--- src/rtl/vps_pkg.sv ---
package vps_pkg;
  localparam int unsigned RATIO_MIN = 3;
  localparam int unsigned RATIO_MAX = 6;
  localparam int unsigned SYNC_STAGES = 2;
endpackage

--- src/rtl/vps_sync_edge.sv ---
module vps_sync_edge #(
  parameter int unsigned STAGES = vps_pkg::SYNC_STAGES
) (
  input  logic clk_i,
  input  logic rst_ni,
  input  logic async_i,
  output logic rise_o
);
  logic [STAGES:0] sr_q;

  always_ff @(posedge clk_i or negedge rst_ni) begin
    if (!rst_ni) sr_q <= '0;
    else         sr_q <= {sr_q[STAGES-1:0], async_i};
  end

  // last synchronizer flop high, history flop still low
  assign rise_o = sr_q[STAGES-1] & ~sr_q[STAGES];
endmodule

--- src/rtl/vps_phase_div.sv ---
module vps_phase_div #(
  parameter int unsigned PH_W = 3
) (
  input  logic            clk_i,
  input  logic            rst_ni,
  input  logic            sync_i,
  input  logic [PH_W-1:0] ratio_i,
  input  logic [PH_W-1:0] phase_i,
  output logic            wrap_o
);
  import vps_pkg::*;
  localparam logic [PH_W-1:0] RMIN = PH_W'(RATIO_MIN);
  localparam logic [PH_W-1:0] RMAX = PH_W'(RATIO_MAX);

  logic [PH_W-1:0] ratio_n, phase_n, r_q, ph_q, last_q;

  always_comb begin
    if (ratio_i < RMIN)      ratio_n = RMIN;
    else if (ratio_i > RMAX) ratio_n = RMAX;
    else                     ratio_n = ratio_i;
    phase_n = (phase_i >= ratio_n) ? ratio_n - 1'b1 : phase_i;
  end

  assign last_q = r_q - 1'b1;
  assign wrap_o = ~sync_i & (ph_q >= last_q);

  always_ff @(posedge clk_i or negedge rst_ni) begin
    if (!rst_ni) begin
      r_q  <= RMIN;
      ph_q <= '0;
    end else if (sync_i) begin
      r_q  <= ratio_n;
      ph_q <= phase_n;
    end else if (ph_q >= last_q) begin
      ph_q <= '0;
    end else begin
      ph_q <= ph_q + 1'b1;
    end
  end
endmodule

--- src/rtl/vps_line_timer.sv ---
module vps_line_timer #(
  parameter int unsigned X_W = 12
) (
  input  logic           clk_i,
  input  logic           rst_ni,
  input  logic           sync_i,
  input  logic           wrap_i,
  input  logic [X_W-1:0] act_start_i,
  input  logic [X_W-1:0] act_width_i,
  input  logic [X_W-1:0] line_total_i,
  output logic [X_W-1:0] pix_x_o,
  output logic           active_o,
  output logic [X_W-1:0] line_len_o,
  output logic           len_err_o
);
  localparam logic [X_W-1:0] X_MAX = '1;

  logic [X_W-1:0] x_q, len_q;
  logic           err_q, armed_q;
  logic [X_W:0]   act_end;

  always_ff @(posedge clk_i or negedge rst_ni) begin
    if (!rst_ni) begin
      x_q     <= '0;
      len_q   <= '0;
      err_q   <= 1'b0;
      armed_q <= 1'b0;
    end else if (sync_i) begin
      x_q     <= '0;
      len_q   <= x_q;
      err_q   <= armed_q & (x_q != line_total_i);
      armed_q <= 1'b1;
    end else if (wrap_i && x_q != X_MAX) begin
      x_q <= x_q + 1'b1;
    end
  end

  assign act_end    = {1'b0, act_start_i} + {1'b0, act_width_i};
  assign active_o   = (x_q >= act_start_i) && ({1'b0, x_q} < act_end);
  assign pix_x_o    = x_q;
  assign line_len_o = len_q;
  assign len_err_o  = err_q;
endmodule

--- src/rtl/vps_pixel_sampler.sv ---
module vps_pixel_sampler #(
  parameter int unsigned PH_W = 3,
  parameter int unsigned X_W  = 12
) (
  input  logic            clk_i,
  input  logic            rst_ni,
  input  logic            hsync_i,
  input  logic [PH_W-1:0] ratio_i,
  input  logic [PH_W-1:0] phase_i,
  input  logic [X_W-1:0]  act_start_i,
  input  logic [X_W-1:0]  act_width_i,
  input  logic [X_W-1:0]  line_total_i,
  output logic            sample_o,
  output logic [X_W-1:0]  pix_x_o,
  output logic            active_o,
  output logic [X_W-1:0]  line_len_o,
  output logic            len_err_o
);
  logic sync_pulse;
  logic wrap;

  vps_sync_edge #(.STAGES(vps_pkg::SYNC_STAGES)) i_sync (
    .clk_i   (clk_i),
    .rst_ni  (rst_ni),
    .async_i (hsync_i),
    .rise_o  (sync_pulse)
  );

  vps_phase_div #(.PH_W(PH_W)) i_div (
    .clk_i   (clk_i),
    .rst_ni  (rst_ni),
    .sync_i  (sync_pulse),
    .ratio_i (ratio_i),
    .phase_i (phase_i),
    .wrap_o  (wrap)
  );

  vps_line_timer #(.X_W(X_W)) i_line (
    .clk_i        (clk_i),
    .rst_ni       (rst_ni),
    .sync_i       (sync_pulse),
    .wrap_i       (wrap),
    .act_start_i  (act_start_i),
    .act_width_i  (act_width_i),
    .line_total_i (line_total_i),
    .pix_x_o      (pix_x_o),
    .active_o     (active_o),
    .line_len_o   (line_len_o),
    .len_err_o    (len_err_o)
  );

  assign sample_o = wrap;
endmodule

--- config.mk ---
export PLATFORM = sky130hd
export DESIGN_NAME = vps_pixel_sampler
export DESIGN_NICKNAME = d
export VERILOG_FILES = /design/src/rtl/vps_pkg.sv /design/src/rtl/vps_sync_edge.sv /design/src/rtl/vps_phase_div.sv /design/src/rtl/vps_line_timer.sv /design/src/rtl/vps_pixel_sampler.sv
export SDC_FILE = /design/constraint.sdc
export NUM_CORES = 1
export LEC_CHECK = 0
export BUFFER_PORTS_ARGS = -buffer_cell sky130_fd_sc_hd__buf_2
export CAP_MARGIN = 5
export CORE_MARGIN = 2
export CORE_UTILIZATION = 42
export CTS_CLUSTER_DIAMETER = 30
export DETAILED_ROUTE_END_ITERATION = 10
export HOLD_SLACK_MARGIN = 0.08
export PLACE_DENSITY = 0.65
export SETUP_SLACK_MARGIN = 0.4
export SLEW_MARGIN = 30
export SYNTH_ARGS = -nofsm -noshare
export SYNTH_HDL_FRONTEND = slang
export SYNTH_SLANG_ARGS = --single-unit
--- constraint.sdc ---
create_clock -name clk_i -period 6.25 [get_ports clk_i]
set_clock_uncertainty 0.15 [all_clocks]
set_input_delay 1.25 -clock clk_i [delete_from_list [all_inputs] [get_ports clk_i]]
set_output_delay 1.25 -clock clk_i [all_outputs]
set_load 0.05 [all_outputs]
# --- Yosys cells after proc, flatten, opt, wreduce, memory -nomap -nowiden ---
# Index checks and enable logic that the tools add are counted.
word_totals:
  regBits: 35
  out_inout_bits: 27
  elab_cells: 35
op_classes:
  addsub: 5
  magnitude_cmp: 6
  eq_ne: 2
  n_mux: 7
  n_bitwise: 5
  n_reduce_logical: 3
op_table:
  columns: ["operator", "count"]
  rows:
  - ["two-way mux 12 bit", 2]
  - ["two-way mux 3 bit", 5]
  - ["adder 12 x 12 -> 13 bit", 1]
  - ["< comparator 12 x 13 -> 1 bit", 1]
  - ["adder 12 x 1 -> 12 bit, second input constant", 1]
  - ["greater-or-equal comparator 12 bit", 1]
  - ["inequality test 12 bit", 1]
  - ["inequality test 12 bit, second input constant", 1]
  - ["greater-or-equal comparator 3 bit", 2]
  - ["subtractor 3 x 1 -> 3 bit, second input constant", 2]
  - ["adder 3 x 1 -> 3 bit, second input constant", 1]
  - ["AND 1 bit", 3]
  - ["greater-than comparator 3 bit, second input constant", 1]
  - ["< comparator 3 x 2 -> 1 bit, second input constant", 1]
  - ["logical AND 1 bit", 2]
  - ["inverter 1 bit", 2]
  - ["nonzero test 2 bit", 1]

# --- Depth between registers and ports, before layout ---
# Gate-level depths: netlist (run 1).
depth:
  ltp_word: 7
  ltp_mapped: 14
  depth_no_buf: 14

# --- By module ---
# From an unflattened synthesis (run 1), not the netlist that was laid out.
hier_totals:
  hier_cells: 311
  area_unflattened_um2: 3005.4
by_module_without_submodules:
  columns: ["mod", "n_inst", "cells_each", "area_per_inst_um2"]
  rows:
  - ["vps_line_timer", 1, 252, 2402.3]
  - ["vps_phase_div", 1, 55, 514.2]
  - ["vps_sync_edge", 1, 4, 88.8]

# --- Worst setup path before layout (run 1) ---
# Ideal clock, no wire load.
synth_path:
  path_kind: "in2out"
  from: "in act_start_i[0]"
  to: "out active_o"
  arrival_ns: 4.144
  t_required_ns: 4.850
  path_slack_ns: 0.706
  path_stages: 13
  path_buffers: 0
  cell_sequence: "ha_1 > inv_1 > fa_1 > nor2b_1 > o31a_1 > or2_2 > a21oi_1 > xor2_1 > ha_1 > o21ai_0 > a21oi_1 > a221o_1 > a31oi_1"
synth_between:
  elab_chain_len: 3
  word_cells_on_any_way: 4
  classes_between: "add/sub: 1; order compare: 2; reduce/logical: 1"
synth_lines:
  columns: ["item", "line_no", "text"]
  rows:
  - ["start, declared", "vps_pixel_sampler.sv:10", "input logic [X_W-1:0] act_start_i,"]
  - ["adder 12 x 12 -> 13 bit", "vps_line_timer.sv:38", "assign act_end = {1'b0, act_start_i} + {1'b0, act_width_i};"]
  - ["< comparator 12 x 13 -> 1 bit", "vps_line_timer.sv:39", "assign active_o = (x_q >= act_start_i) && ({1'b0, x_q} < act_end);"]
  - ["logical AND 1 bit (*)", "vps_line_timer.sv:39", null]
  - ["end, declared", "vps_pixel_sampler.sv:15", "output logic active_o,"]
# Mark *: on every way between the ends. The rest lies on a longest branch, timed or not.

# --- Worst setup path after layout (run 1) ---
# Ends and elaborated chain as after synthesis.

==> results.txt, run 1 <==
----------------------------------------------------
[Synthesis]
  Largest family of logic cells by synthesized area ... adder cells
  Multiplexer area fraction after synthesis ... 0.02737
  Basic-gate share of the synthesized area counting and, or, nand and nor cells ... 0.1908
  XOR/XNOR Fraction of Synth Area ... 0.06886
  Post-synthesis compound-gate area fraction ... 0.1775
  Syn Nets ... 420
  Syn. warnings ... 0
  Post-Syn Instances ... 329
  Cell taking the most area after synthesis ... sky130_fd_sc_hd__dfrtp_1
  FF+latch count, synth ... 35
  Total standard cell area after synthesis ... 2925 µm²
  Leading post-synthesis cells by cell area ... sky130_fd_sc_hd__dfrtp_1 28%, sky130_fd_sc_hd__ha_1 19%, sky130_fd_sc_hd__nand2_1 6.9%
  Number of flops mapped to enable cells by yosys ... 0
  Most frequently used flop master after synthesis ... sky130_fd_sc_hd__dfrtp_1
  Area fraction of the dominant cell type after synthesis ... 0.2823
  Post-synthesis cell type count ... 47
  Proportion of register bits with asynchronous set or reset after synthesis ... 1.000
  Mean cell area of the mapped netlist ... 8.892 µm²
  Adder-cell area share of the yosys netlist ... 0.1993
  Sequential cell area fraction in the yosys report ... 0.3003

[Clocking]
  Clock sink count ... 35
  Worst-skew pair later-pin latency ... 0.29 ns
  Cts-stage hold buffer count ... 0
  Clock Path Buffers ... 2
  Cell chosen for the clock root ... sky130_fd_sc_hd__clkbuf_8
  Reg clk slew, reported paths ... 0.07 ns
  Quantity of gates resized following cts ... 0
  CTS H-tree depth ... 2
  TritonCTS clock tree ... done
  Post-CTS setup-driven buffer insertion count ... 0
  Number of buffers created by CTS ... 5

[Pwr]
  Power Density ... 237.3 nW/µm²
  IR drop worst, VDD ... 0.1789 mV
  Leak ... 1.918 nW

[STA]
  Smallest setup slack after layout ... 0.7393 ns
  Setup repair after global routing missed its margin ... false
  Setup_tns ... 0 ns
  Transition at the pin with the smallest max-transition slack ... 0.7633 ns
  Count of final setup violators ... 0
  Min Clock Period, post-route ... 5.511 ns
  Portion of the clock cycle consumed by the worst path in the final layout ... 0.8817
  Total count of max-transition violations in the final report ... 0
  Slew Limit Headroom ... 0.4911
  Number of endpoints with negative hold slack in the final report ... 0
  Achievable clock frequency ... 181.5 MHz

[Outcome]
  Status ... completed

[Floorplanning]
  Number of top-level pins ... 72
  Die Wd ... 87.46 µm
  Starting density of the core ... 0.4330
  Placeable core region ... 6756 µm²
  Die height ... 87.46 µm
  Standard-cell row count ... 30
  Full die area ... 7648 µm²

[Global routing]
  Antenna violations before repair ... 0
  Wire length of the first global-routing pass ... 11,920 µm
  Largest net degree at the start of global routing ... 36
  Number of global-route vias before repair ... 2,441
  Remaining Overflow, GRT ... 0
  GRT Resource Usage Total ... 0.1991

[Drt]
  Count of nets left with antenna violations after detail routing ... 0
  DRC Markers ... 0
  Total length of routed wires ... 7086 µm
  Iteration-0 DRC Markers ... 157
  Number of iterations in the first detailed-routing pass ... 4
  Wirelength per Cell ... 14.67 µm
  Via-to-Cell Ratio ... 5.313
  Via Count ... 2,566

[Min path]
  Classification of the worst-slack hold path ... reg -> reg

[Critical path]
  Startpoint Class ... input port
  CP Max Fanout ... 3
  Kind of end point of the critical path ... output port
  Data arrival, critical path ... 4.11 ns
  WS Path Type ... in -> out
  Data required, critical path ... 4.85 ns

[Cells and area]
  Share of layout cells above drive strength 1 ... 0.2357
  Area Growth Syn to Fin ... 18.01%
  Diodes inserted ... 0
  Nets ... 493
  Final standard cell area without fillers ... 3452 µm²

[Placement]
  Buffers on Ports ... 71
  Dpl cell area ... 3368 µm²
  Pre-CTS setup slack ... 0.7296 ns
  Final weighted congestion in routability-driven placement ... 0.8938
  Hpwl dp ... 5575 µm

[Flow run]
  # Max-Cap Violations ... 0

----------------------------------------------------
sequential cells by signal (all words and copies together) (netlist names):
| register | flops |
|---|---|
| i_div.ph_q | 3 |
| i_div.r_q | 3 |
| i_line.armed_q | 1 |
| i_line.len_err_o | 1 |
| i_line.line_len_o | 12 |
| i_line.pix_x_o | 12 |
| i_sync.sr_q | 3 |
layer usage:
layer  wire, µm  vias to the layer above  GRT usage
li1           -                     1320          -
met1       3486                     1179     0.2844
met2       3259                       61     0.3175
met3        303                        6    0.03507
met4         37                        0    0.03916
met5          0                        -          0
power breakdown:
| group | switching [mW] | internal (mW) |
|---|---|---|
| registers | 0.0331 | 0.255 |
| clock network | 0.0821 | 0.0762 |
| logic | 0.238 | 0.135 |
path summary, 6_finish.rpt:
path / from / endpoint / slack [ns] / cells past startpoint
worst min register to register: i_sync.sr_q[0] / i_sync.sr_q[1] / 0.20 / 0
worst min-delay path: i_sync.sr_q[0] / i_sync.sr_q[1] / 0.20 / 0
min in group asynchronous: rst_ni / i_line.line_len_o[10] / 0.88 / 1
max in group asynchronous: rst_ni / i_line.pix_x_o[5] / 4.59 / 1
worst max-delay path: act_start_i[0] / active_o / 0.74 / 15
worst max register to register: i_div.r_q[0] / i_line.pix_x_o[9] / 3.66 / 7
worst max-delay path: stages:
cell and delay [ns]:
sky130_fd_sc_hd__buf_2 0.11, sky130_fd_sc_hd__ha_1 0.22, sky130_fd_sc_hd__inv_1 0.07, sky130_fd_sc_hd__fa_1 0.20
sky130_fd_sc_hd__nor2b_1 0.07, sky130_fd_sc_hd__o31a_1 0.29, sky130_fd_sc_hd__or2_2 0.30, sky130_fd_sc_hd__a21oi_1 0.18
sky130_fd_sc_hd__xor2_1 0.19, sky130_fd_sc_hd__ha_1 0.25, sky130_fd_sc_hd__o21ai_0 0.15, sky130_fd_sc_hd__a21oi_1 0.08
sky130_fd_sc_hd__a221o_1 0.33, sky130_fd_sc_hd__a31oi_1 0.14, sky130_fd_sc_hd__buf_2 0.28
through the flow:
step / power, mW / hold WS [ns] / utilization / cells
floorplan: 0.5615 / 0.1812 / - / 329
global placement: 0.6599 / 0.1863 / 0.4981 / 475
detailed placement: 0.6652 / 0.1889 / 0.4985 / 475
CTS: 0.8258 / 0.2038 / 0.5109 / 483
global route: 0.8817 / 0.2083 / 0.5109 / 483
finish: 0.8190 / 0.2012 / 0.5109 / 483
synthesized netlist by cell type (all sizes together) (2+ instances only):
library cell,number
mux2i,8
o21ai,14
o311ai,3
o21a,4
clkbuf,6
nor2b,2
o211ai,2
and2,2
nand2b,6
or2,2
xor2,5
a31oi,3
o31ai,7
nand4,6
ha,45
and3,8
nand3,12
a21oi,15
xnor2,18
nor3,4
inv,22
a211oi,4
nor2,15
dfstp,2
dfrtp,33
a31o,2
nand2,54
a21o,11
cell usage in the layout, fill, tap and decap left out, types with 2 or more instances in the layout:
| cell type | n |
|---|---|
| sky130_fd_sc_hd__o311ai_0 | 3 |
| sky130_fd_sc_hd__mux2i_1 | 8 |
| sky130_fd_sc_hd__clkbuf_8 | 5 |
| sky130_fd_sc_hd__nand2b_1 | 6 |
| sky130_fd_sc_hd__and2_0 | 2 |
| sky130_fd_sc_hd__xor2_1 | 5 |
| sky130_fd_sc_hd__buf_2 | 71 |
| sky130_fd_sc_hd__o21ai_0 | 14 |
| sky130_fd_sc_hd__a21o_1 | 11 |
| sky130_fd_sc_hd__o21a_1 | 4 |
| sky130_fd_sc_hd__and3_4 | 3 |
| sky130_fd_sc_hd__clkinv_2 | 3 |
| sky130_fd_sc_hd__nand2_1 | 54 |
| sky130_fd_sc_hd__nand3_1 | 12 |
| sky130_fd_sc_hd__nand4_1 | 5 |
| sky130_fd_sc_hd__dfrtp_1 | 33 |
| sky130_fd_sc_hd__xnor2_1 | 18 |
| sky130_fd_sc_hd__a211oi_1 | 3 |
| sky130_fd_sc_hd__and3_2 | 2 |
| sky130_fd_sc_hd__o211ai_1 | 2 |
| sky130_fd_sc_hd__o31ai_1 | 7 |
| sky130_fd_sc_hd__inv_1 | 22 |
| sky130_fd_sc_hd__and3_1 | 3 |
| sky130_fd_sc_hd__nor3_1 | 4 |
| sky130_fd_sc_hd__a21oi_1 | 15 |
| sky130_fd_sc_hd__a31oi_1 | 3 |
| sky130_fd_sc_hd__nor2_1 | 15 |
| sky130_fd_sc_hd__dfstp_2 | 2 |
| sky130_fd_sc_hd__ha_1 | 45 |
| sky130_fd_sc_hd__or2_2 | 2 |
layout make-up:
class	count	area, µm²
fillers	650	3304
inverters	22	82.58
multi-input cells	266	1944
clock inverters	3	15.01
flip-flops and latches	35	878.3
well taps	80	100.1
clock buffers	5	68.82
repair buffers	72	362.8
kinds of logic after synthesis:
kind of cell    Yosys count
mux                       8
compound gates           75
simple gates            114
flops                    35
xor+xnor                 23
buf+inv                  28
fa+ha+maj                46
Note: power is estimated with default switching activity, not from simulation.
==> run 2, diff against run 1 <==
ABC_AREA = 1   (was default)
ABC_CLOCK_PERIOD_IN_PS = 6250   (was default)
GPL_TIMING_DRIVEN = 0   (was default)
PLACE_DENSITY = default   (was 0.65)
==> run 2 against run 1 <==
  * Sequential cell count did not move
  * Via count grew 15%
  * Non-clock buffer count grew 6
  * Clock power increased by 4%
  * Maximum frequency up 8.8%
  * Largest power group unchanged
==> results.txt, run 2 <==
----------------------------------------------------
[Cells and area]
  Commonest non-fill, non-tap cells in the layout ... 132 x sky130_fd_sc_hd__nand2_1, 73 x sky130_fd_sc_hd__buf_2, 63 x sky130_fd_sc_hd__inv_1 (was 71 x sky130_fd_sc_hd__buf_2, 54 x sky130_fd_sc_hd__nand2_1, 45 x sky130_fd_sc_hd__ha_1)
  Final standard cell count with taps included and fillers excluded ... 615 (was 483)
  Nets ... 607 (was 493)
  Filler instances ... 782 (was 650)
  Total area of multi-input combinational cells ... 1987 µm² (was 1944 µm²)
  Area Growth Syn to Fin ... 18.04% (was 18.01%)
  Diodes inserted ... 0 (unchanged)
  Most common cell after layout, fill and taps aside ... sky130_fd_sc_hd__nand2_1 (was sky130_fd_sc_hd__buf_2)
  Share of layout cells above drive strength 1 ... 0.1860 (was 0.2357)
  Storage cell area ... 878.3 µm² (unchanged)
  Final standard cell area without fillers ... 3709 µm² (was 3452 µm²)

[Drt]
  Total length of routed wires ... 7327 µm (was 7086 µm)
  Via Count ... 2,942 (was 2,566)
  Wirelength per Cell ... 11.91 µm (was 14.67 µm)
  Via-to-Cell Ratio ... 4.784 (was 5.313)
  Number of iterations in the first detailed-routing pass ... 4 (unchanged)
  Count of nets left with antenna violations after detail routing ... 0 (unchanged)
  Iteration-0 DRC Markers ... 91 (was 157)
  DRC Markers ... 0 (unchanged)

[Clocking]
  Number of buffers created by CTS ... 5 (unchanged)
  Clock sink count ... 35 (unchanged)
  Quantity of gates resized following cts ... 0 (unchanged)
  Cell chosen for the clock root ... sky130_fd_sc_hd__clkbuf_8 (unchanged)
  CTS H-tree depth ... 2 (unchanged)
  Clock Path Buffers ... 2 (unchanged)
  Post-CTS setup-driven buffer insertion count ... 0 (unchanged)
  Cts-stage hold buffer count ... 0 (unchanged)
  Reg clk slew, reported paths ... 0.07 ns (about the same)
  Worst-skew pair later-pin latency ... 0.29 ns (about the same)
  TritonCTS clock tree ... done (unchanged)

[STA]
  Achievable clock frequency ... 197.5 MHz (was 181.5 MHz)
  Min Clock Period, post-route ... 5.063 ns (was 5.511 ns)
  Setup repair after global routing missed its margin ... false (unchanged)
  Portion of the clock cycle consumed by the worst path in the final layout ... 0.8101 (was 0.8817)
  Total count of max-transition violations in the final report ... 0 (unchanged)
  Count of final setup violators ... 0 (unchanged)
  Number of endpoints with negative hold slack in the final report ... 0 (unchanged)
  Slew Limit Headroom ... 0.4798 (was 0.4911)
  Transition at the pin with the smallest max-transition slack ... 0.7803 ns (was 0.7633 ns)
  Setup_tns ... 0 ns (unchanged)

[Critical path]
  CP Max Fanout ... 4 (was 3)
  Worst setup path endpoint ... active_o (unchanged)
  R2r worst-path depth ... 12 (was 7)
  Startpoint Class ... input port (unchanged)
  Worst r2r dst ... i_line.pix_x_o[0] (was i_line.pix_x_o[9])
  Data arrival, critical path ... 3.66 ns (was 4.11 ns)
  Data required, critical path ... 4.85 ns (about the same)
  WS Path Type ... in -> out (unchanged)
  Reg-to-reg setup timing slack ... 3.84 ns (was 3.66 ns)
  Launch instance of the worst register-to-register path ... i_div.r_q[0] (unchanged)
  Source of the critical timing path ... act_start_i[0] (unchanged)
  Kind of end point of the critical path ... output port (unchanged)

[Synthesis]
  Area fraction of the dominant cell type after synthesis ... 0.2628 (was 0.2823)
  Post-synthesis cell type count ... 33 (was 47)
  Most frequent cells after synthesis ... 132 x sky130_fd_sc_hd__nand2_1, 63 x sky130_fd_sc_hd__inv_1, 45 x sky130_fd_sc_hd__ha_1 (was 54 x sky130_fd_sc_hd__nand2_1, 45 x sky130_fd_sc_hd__ha_1, 33 x sky130_fd_sc_hd__dfrtp_1)
  Adder-cell area share of the yosys netlist ... 0.1856 (was 0.1993)
  Largest family of logic cells by synthesized area ... simple AND/OR/NAND/NOR gates (was adder cells)
  Basic-gate share of the synthesized area counting and, or, nand and nor cells ... 0.2728 (was 0.1908)
  Syn. warnings ... 0 (unchanged)
  Multiplexer area fraction after synthesis ... 0 (was 0.02737)
  Most frequent cell after synthesis ... sky130_fd_sc_hd__nand2_1 (unchanged)
  Post-Syn Instances ... 438 (was 329)
  Proportion of register bits with asynchronous set or reset after synthesis ... 1.000 (unchanged)
  Sequential cell area fraction in the yosys report ... 0.2796 (was 0.3003)
  Number of flops mapped to enable cells by yosys ... 0 (unchanged)
  FF+latch count, synth ... 35 (unchanged)
  Total standard cell area after synthesis ... 3142 µm² (was 2925 µm²)
  Leading post-synthesis cells by cell area ... sky130_fd_sc_hd__dfrtp_1 26%, sky130_fd_sc_hd__ha_1 18%, sky130_fd_sc_hd__nand2_1 16% (was sky130_fd_sc_hd__dfrtp_1 28%, sky130_fd_sc_hd__ha_1 19%, sky130_fd_sc_hd__nand2_1 6.9%)
  Syn Nets ... 529 (was 420)
  Cell taking the most area after synthesis ... sky130_fd_sc_hd__dfrtp_1 (unchanged)
  Mean cell area of the mapped netlist ... 7.173 µm² (was 8.892 µm²)
  XOR/XNOR Fraction of Synth Area ... 0.07527 (was 0.06886)
  Post-synthesis compound-gate area fraction ... 0.09877 (was 0.1775)
  Most frequently used flop master after synthesis ... sky130_fd_sc_hd__dfrtp_1 (unchanged)

[Pwr]
  Leak ... 2.091 nW (was 1.918 nW)
  IR drop worst, VDD ... 0.08721 mV (was 0.1789 mV)
  Power Density ... 242.8 nW/µm² (was 237.3 nW/µm²)

[Flow run]
  # Max-Cap Violations ... 0 (unchanged)

[Floorplanning]
  Standard-cell row count ... 31 (was 30)
  Number of top-level pins ... 72 (unchanged)
  Starting density of the core ... 0.4332 (was 0.4330)
  Full die area ... 8188 µm² (was 7648 µm²)
  Placeable core region ... 7253 µm² (was 6756 µm²)
  Die height ... 90.49 µm (was 87.46 µm)
  Die Wd ... 90.49 µm (was 87.46 µm)

[Min path]
  Hold Path Origin ... i_sync.sr_q[0] (unchanged)
  Depth of the worst hold-timing path ... 0 (unchanged)
  Classification of the worst-slack hold path ... reg -> reg (unchanged)

[Outcome]
  Status ... completed (unchanged)

[Placement]
  Cell Count Post-Placement ... 608 (was 475)
  Buffers on Ports ... 71 (unchanged)
  Dpl cell area ... 3621 µm² (was 3368 µm²)
  Hpwl dp ... 6037 µm (was 5575 µm)
  Final weighted congestion in routability-driven placement ... 0.8194 (was 0.8938)

[Global routing]
  Antenna violations before repair ... 0 (unchanged)
  GRT Resource Usage Total ... 0.1847 (was 0.1991)
  Largest net degree at the start of global routing ... 36 (unchanged)
  Remaining Overflow, GRT ... 0 (unchanged)
  Wire length of the first global-routing pass ... 12,540 µm (was 11,920 µm)
  Number of global-route vias before repair ... 2,761 (was 2,441)

----------------------------------------------------
run 2: cell types whose count changed in the layout (fill, tap and decap cells not counted), sizes merged, moves of 6 or more:
cell and delta:
a21o -11, a21oi +7, and3 -7, inv +41
mux2i -8, nand2 +82, nand2b -6, nand3 +9
nor2 +16, o21ai +17, o31ai -7
run 2: logic make-up after synthesis:
logic type,count (synthesis)
buffers and inverters,70
AOI/OAI and AO/OA,57
adders and majority gates,46
and+or+nand+nor,203
xor gates and xnor gates,27
DFF,35
run 2: per-layer routing:
metal,global-route usage,routed length [µm],share of wire,vias up
met1,0.2597,3658,0.50,1318
met4,0.03462,56,0.0076,0
met3,0.02588,283,0.039,6
li1,-,-,-,1555
met2,0.3047,3329,0.45,63
met5,0,0,0,-
run 2: through the flow:
step / total power, mW / setup WS [ns] / utilization / hold slack (ns)
global route: 0.9777 / 0.9723 / 0.5113 / 0.2124
global placement: 0.7323 / 1.189 / 0.4992 / 0.1826
detailed placement: 0.7442 / 1.171 / 0.4992 / 0.1926
finish: 0.9005 / 1.187 / 0.5113 / 0.2089
CTS: 0.9115 / 1.163 / 0.5113 / 0.2079
floorplan: 0.6244 / 1.258 / - / 0.1812
run 2: worst min path at each step:
stage	end	slack (ns)
detailed placement	i_sync.sr_q[1]	0.19
floorplan	i_sync.sr_q[1]	0.18
global placement	i_sync.sr_q[1]	0.18
CTS	i_sync.sr_q[1]	0.21
global route	i_sync.sr_q[1]	0.21
finish	i_sync.sr_q[1]	0.21
run 2: cell type report:
| type | instances | area share |
|---|---|---|
| Multi-Input combinational cell | 333 | 0.5358 |
| Timing Repair Buffer | 71 | 0.09582 |
| Inverter | 63 | 0.06377 |
| Clock inverter | 1 | 0.001350 |
| Tap cell | 99 | 0.03340 |
| Clock buffer | 6 | 0.02227 |
| Sequential cell | 35 | 0.2368 |
| Buffer | 7 | 0.01080 |
run 2: worst max-delay path, stage by stage:
cell	delay, ns
sky130_fd_sc_hd__buf_2	0.09
sky130_fd_sc_hd__ha_1	0.14
sky130_fd_sc_hd__inv_1	0.07
sky130_fd_sc_hd__fa_1	0.40
sky130_fd_sc_hd__inv_1	0.12
sky130_fd_sc_hd__nand3_1	0.08
sky130_fd_sc_hd__nand2_1	0.17
sky130_fd_sc_hd__a21oi_1	0.10
sky130_fd_sc_hd__xor2_1	0.15
sky130_fd_sc_hd__ha_1	0.29
sky130_fd_sc_hd__a21oi_1	0.15
sky130_fd_sc_hd__o21ai_0	0.09
sky130_fd_sc_hd__a21oi_1	0.12
sky130_fd_sc_hd__nor2_1	0.06
sky130_fd_sc_hd__nor2_1	0.11
sky130_fd_sc_hd__buf_2	0.28
run 2: where the power goes:
part           internal, mW  switching [mW]  total [mW]  leakage [nW]
combinational         0.147           0.299       0.447          1.59
clock                0.0864          0.0790       0.165        0.0470
sequential            0.259          0.0299       0.289         0.457
==> run 3, diff against run 2 <==
ABC_CLOCK_PERIOD_IN_PS = 4700   (was 6250)
clock period = 4.7 ns   (was 6.25 ns; I/O delays follow)
==> run 3 against run 2 <==
  * Cell count increased by 0.33%
  * Final area increased by 2.8%
  * Combinational power increased by 34%
  * Setup slack got worse by 0.65 ns
  * Sequential share of layout area decreased by 0.65 points
  * Clock power increased by 68%
==> results.txt, run 3 (synthesized netlist as in run 2, its figures left out) <==
----------------------------------------------------
[Drt]
  Via-to-Cell Ratio ... 4.807 (was 4.784)
  Count of nets left with antenna violations after detail routing ... 0 (unchanged)
  Number of iterations in the first detailed-routing pass ... 4 (unchanged)
  Iteration-0 DRC Markers ... 65 (was 91)
  Total length of routed wires ... 7188 µm (was 7327 µm)
  Wirelength per Cell ... 11.65 µm (was 11.91 µm)
  DRC Markers ... 0 (unchanged)
  Via Count ... 2,966 (was 2,942)

[Clocking]
  Number of buffers created by CTS ... 5 (unchanged)
  Reg clk slew, reported paths ... 0.07 ns (about the same)
  Clock sink count ... 35 (unchanged)
  Cts-stage hold buffer count ... 0 (unchanged)
  Worst-skew pair later-pin latency ... 0.28 ns (was 0.29 ns)
  CTS H-tree depth ... 2 (unchanged)
  Cell chosen for the clock root ... sky130_fd_sc_hd__clkbuf_8 (unchanged)
  TritonCTS clock tree ... done (unchanged)
  Clock Path Buffers ... 2 (unchanged)

[STA]
  Portion of the clock cycle consumed by the worst path in the final layout ... 0.8852
  Achievable clock frequency ... 240.4 MHz
  Min Clock Period, post-route ... 4.160 ns
  Total count of max-transition violations in the final report ... 0 (unchanged)
  Setup_tns ... 0 ns (unchanged)
  Setup repair after global routing missed its margin ... false (unchanged)
  Slew Limit Headroom ... 0.4903 (was 0.4798)
  Transition at the pin with the smallest max-transition slack ... 0.7645 ns (was 0.7803 ns)
  Number of endpoints with negative hold slack in the final report ... 0 (unchanged)
  Fin Hold WS ... 0.2043 ns (was 0.2089 ns)
  Count of final setup violators ... 0 (unchanged)

[Floorplanning]
  Standard-cell row count ... 31 (unchanged)
  Die Wd ... 90.49 µm (unchanged)
  Placeable core region ... 7253 µm² (unchanged)
  Number of top-level pins ... 72 (unchanged)
  Starting density of the core ... 0.4332 (unchanged)
  Die height ... 90.49 µm (unchanged)
  Full die area ... 8188 µm² (unchanged)

[Placement]
  Dpl cell area ... 3623 µm² (was 3621 µm²)
  Buffers on Ports ... 71 (unchanged)
  Hpwl dp ... 5918 µm (was 6037 µm)
  Final weighted congestion in routability-driven placement ... 0.8564 (was 0.8194)

[Critical path]
  Data required, critical path ... 3.61 ns (was 4.85 ns)
  Longest individual stage delay on the worst path ... 0.37 ns (was 0.40 ns)
  Worst r2r dst ... i_line.pix_x_o[4] (was i_line.pix_x_o[0])
  Startpoint Class ... input port (unchanged)
  Worst setup path endpoint ... active_o (unchanged)
  Source of the critical timing path ... act_start_i[0] (unchanged)
  Slowest cell on the critical path ... sky130_fd_sc_hd__fa_2 (was sky130_fd_sc_hd__fa_1)
  Most common cell type on the critical path ... sky130_fd_sc_hd__a21oi_2 (was sky130_fd_sc_hd__a21oi_1)
  Data arrival, critical path ... 3.07 ns (was 3.66 ns)
  CP Max Fanout ... 4 (unchanged)
  WS Path Type ... in -> out (unchanged)
  Kind of end point of the critical path ... output port (unchanged)
  Launch instance of the worst register-to-register path ... i_div.r_q[0] (unchanged)
  Sequence of cells on the critical path ... buf_4 > ha_4 > inv_2 > fa_2 > inv_2 > nand3_1 > nand2_2 > a21oi_2 > xor2_1 > ha_1 > a21oi_2 > o21ai_1 > a21oi_2 > nor2_1 > nor2_2 > buf_6 (was buf_2 > ha_1 > inv_1 > fa_1 > inv_1 > nand3_1 > nand2_1 > a21oi_1 > xor2_1 > ha_1 > a21oi_1 > o21ai_0 > a21oi_1 > nor2_1 > nor2_1 > buf_2)
  R2r worst-path depth ... 12 (unchanged)
  Reg-to-reg setup timing slack ... 2.33 ns (was 3.84 ns)

[Pwr]
  Power Density ... 331.0 nW/µm² (was 242.8 nW/µm²)
  IR drop worst, VDD ... 0.1630 mV (was 0.08721 mV)
  Leak ... 2.119 nW (was 2.091 nW)
  Total Power ... 1.262 mW (was 0.9005 mW)

[Outcome]
  Status ... completed (unchanged)

[Cells and area]
  Final Util ... 0.5256 (was 0.5113)
  Commonest non-fill, non-tap cells in the layout ... 131 x sky130_fd_sc_hd__nand2_1, 71 x sky130_fd_sc_hd__buf_2, 61 x sky130_fd_sc_hd__inv_1 (was 132 x sky130_fd_sc_hd__nand2_1, 73 x sky130_fd_sc_hd__buf_2, 63 x sky130_fd_sc_hd__inv_1)
  Diodes inserted ... 0 (unchanged)
  Most common cell after layout, fill and taps aside ... sky130_fd_sc_hd__nand2_1 (unchanged)
  Area Growth Syn to Fin ... 21.35% (was 18.04%)
  Filler instances ... 740 (was 782)
  Storage cell area ... 878.3 µm² (unchanged)
  Nets ... 608 (was 607)
  Final standard cell area without fillers ... 3812 µm² (was 3709 µm²)
  Share of layout cells above drive strength 1 ... 0.2201 (was 0.1860)
  Total area of multi-input combinational cells ... 2044 µm² (was 1987 µm²)

[Global routing]
  Remaining Overflow, GRT ... 0 (unchanged)
  Antenna violations before repair ... 0 (unchanged)
  Wire length of the first global-routing pass ... 12,420 µm (was 12,540 µm)
  Largest net degree at the start of global routing ... 36 (unchanged)
  Number of global-route vias before repair ... 2,719 (was 2,761)
  GRT Resource Usage Total ... 0.1811 (was 0.1847)

[Min path]
  Classification of the worst-slack hold path ... reg -> reg (unchanged)

[Flow run]
  # Max-Cap Violations ... 0 (unchanged)

----------------------------------------------------
[run 3: stage by stage]
| stage | std cells | setup slack [ns] |
|---|---|---|
| 5_1_grt | 617 | 0.4024 |
| 4_1_cts | 616 | 0.4001 |
| 3_5_place_dp | 608 | 0.2729 |
| 3_3_place_gp | 608 | 0.2893 |
| 6_report | 617 | 0.5397 |
| 2_1_floorplan | 438 | 0.5530 |
[run 3: timing repair]
| item | CTS | global route |
|---|---|---|
| pin swaps | 0 | 6 |
| cloned | 0 | 0 |
| setup endpoints to repair | 1 | 1 |
| resized for setup | 4 | 17 |
| hold endpoints to repair | 0 | 0 |
| setup buffers | 0 | 1 |
[run 3: report_power, final]
group          switching [mW]  internal, mW
Clock                   0.105         0.172
Sequential             0.0405         0.344
Combinational           0.400         0.201
[run 3: worst min path at each step]
stage                   start        endpoint  depth (start not counted)
2_1_floorplan  i_sync.sr_q[0]  i_sync.sr_q[1]                          0
5_1_grt        i_sync.sr_q[0]  i_sync.sr_q[1]                          0
6_report       i_sync.sr_q[0]  i_sync.sr_q[1]                          0
3_5_place_dp   i_sync.sr_q[0]  i_sync.sr_q[1]                          0
4_1_cts        i_sync.sr_q[0]  i_sync.sr_q[1]                          0
3_3_place_gp   i_sync.sr_q[0]  i_sync.sr_q[1]                          0
[run 3: cell type report]
type | count | area share
plain buffers | 7 | 0.01050
clock buffers | 6 | 0.02166
clock inverters | 2 | 0.009189
inverters | 63 | 0.06203
multi-input cells | 333 | 0.5363
flip-flops and latches | 35 | 0.2304
well taps | 99 | 0.03249
repair buffers | 72 | 0.09747
[run 3: worst max-delay path: cells and delay by family]
family	cells	cell delay, ns
AOI/OAI and AO/OA	4	0.39
xor gates and xnor gates	1	0.14
adders and majority gates	3	0.81
buffers and inverters	4	0.39
and+or+nand+nor	4	0.38
[run 3: metal layers]
layer	GRT usage	up-vias	wire length, µm
li1	-	1559	-
met1	0.2690	1347	3648
met2	0.2929	58	3255
met3	0.02003	2	263
met4	0.02051	0	20
met5	0	-	0
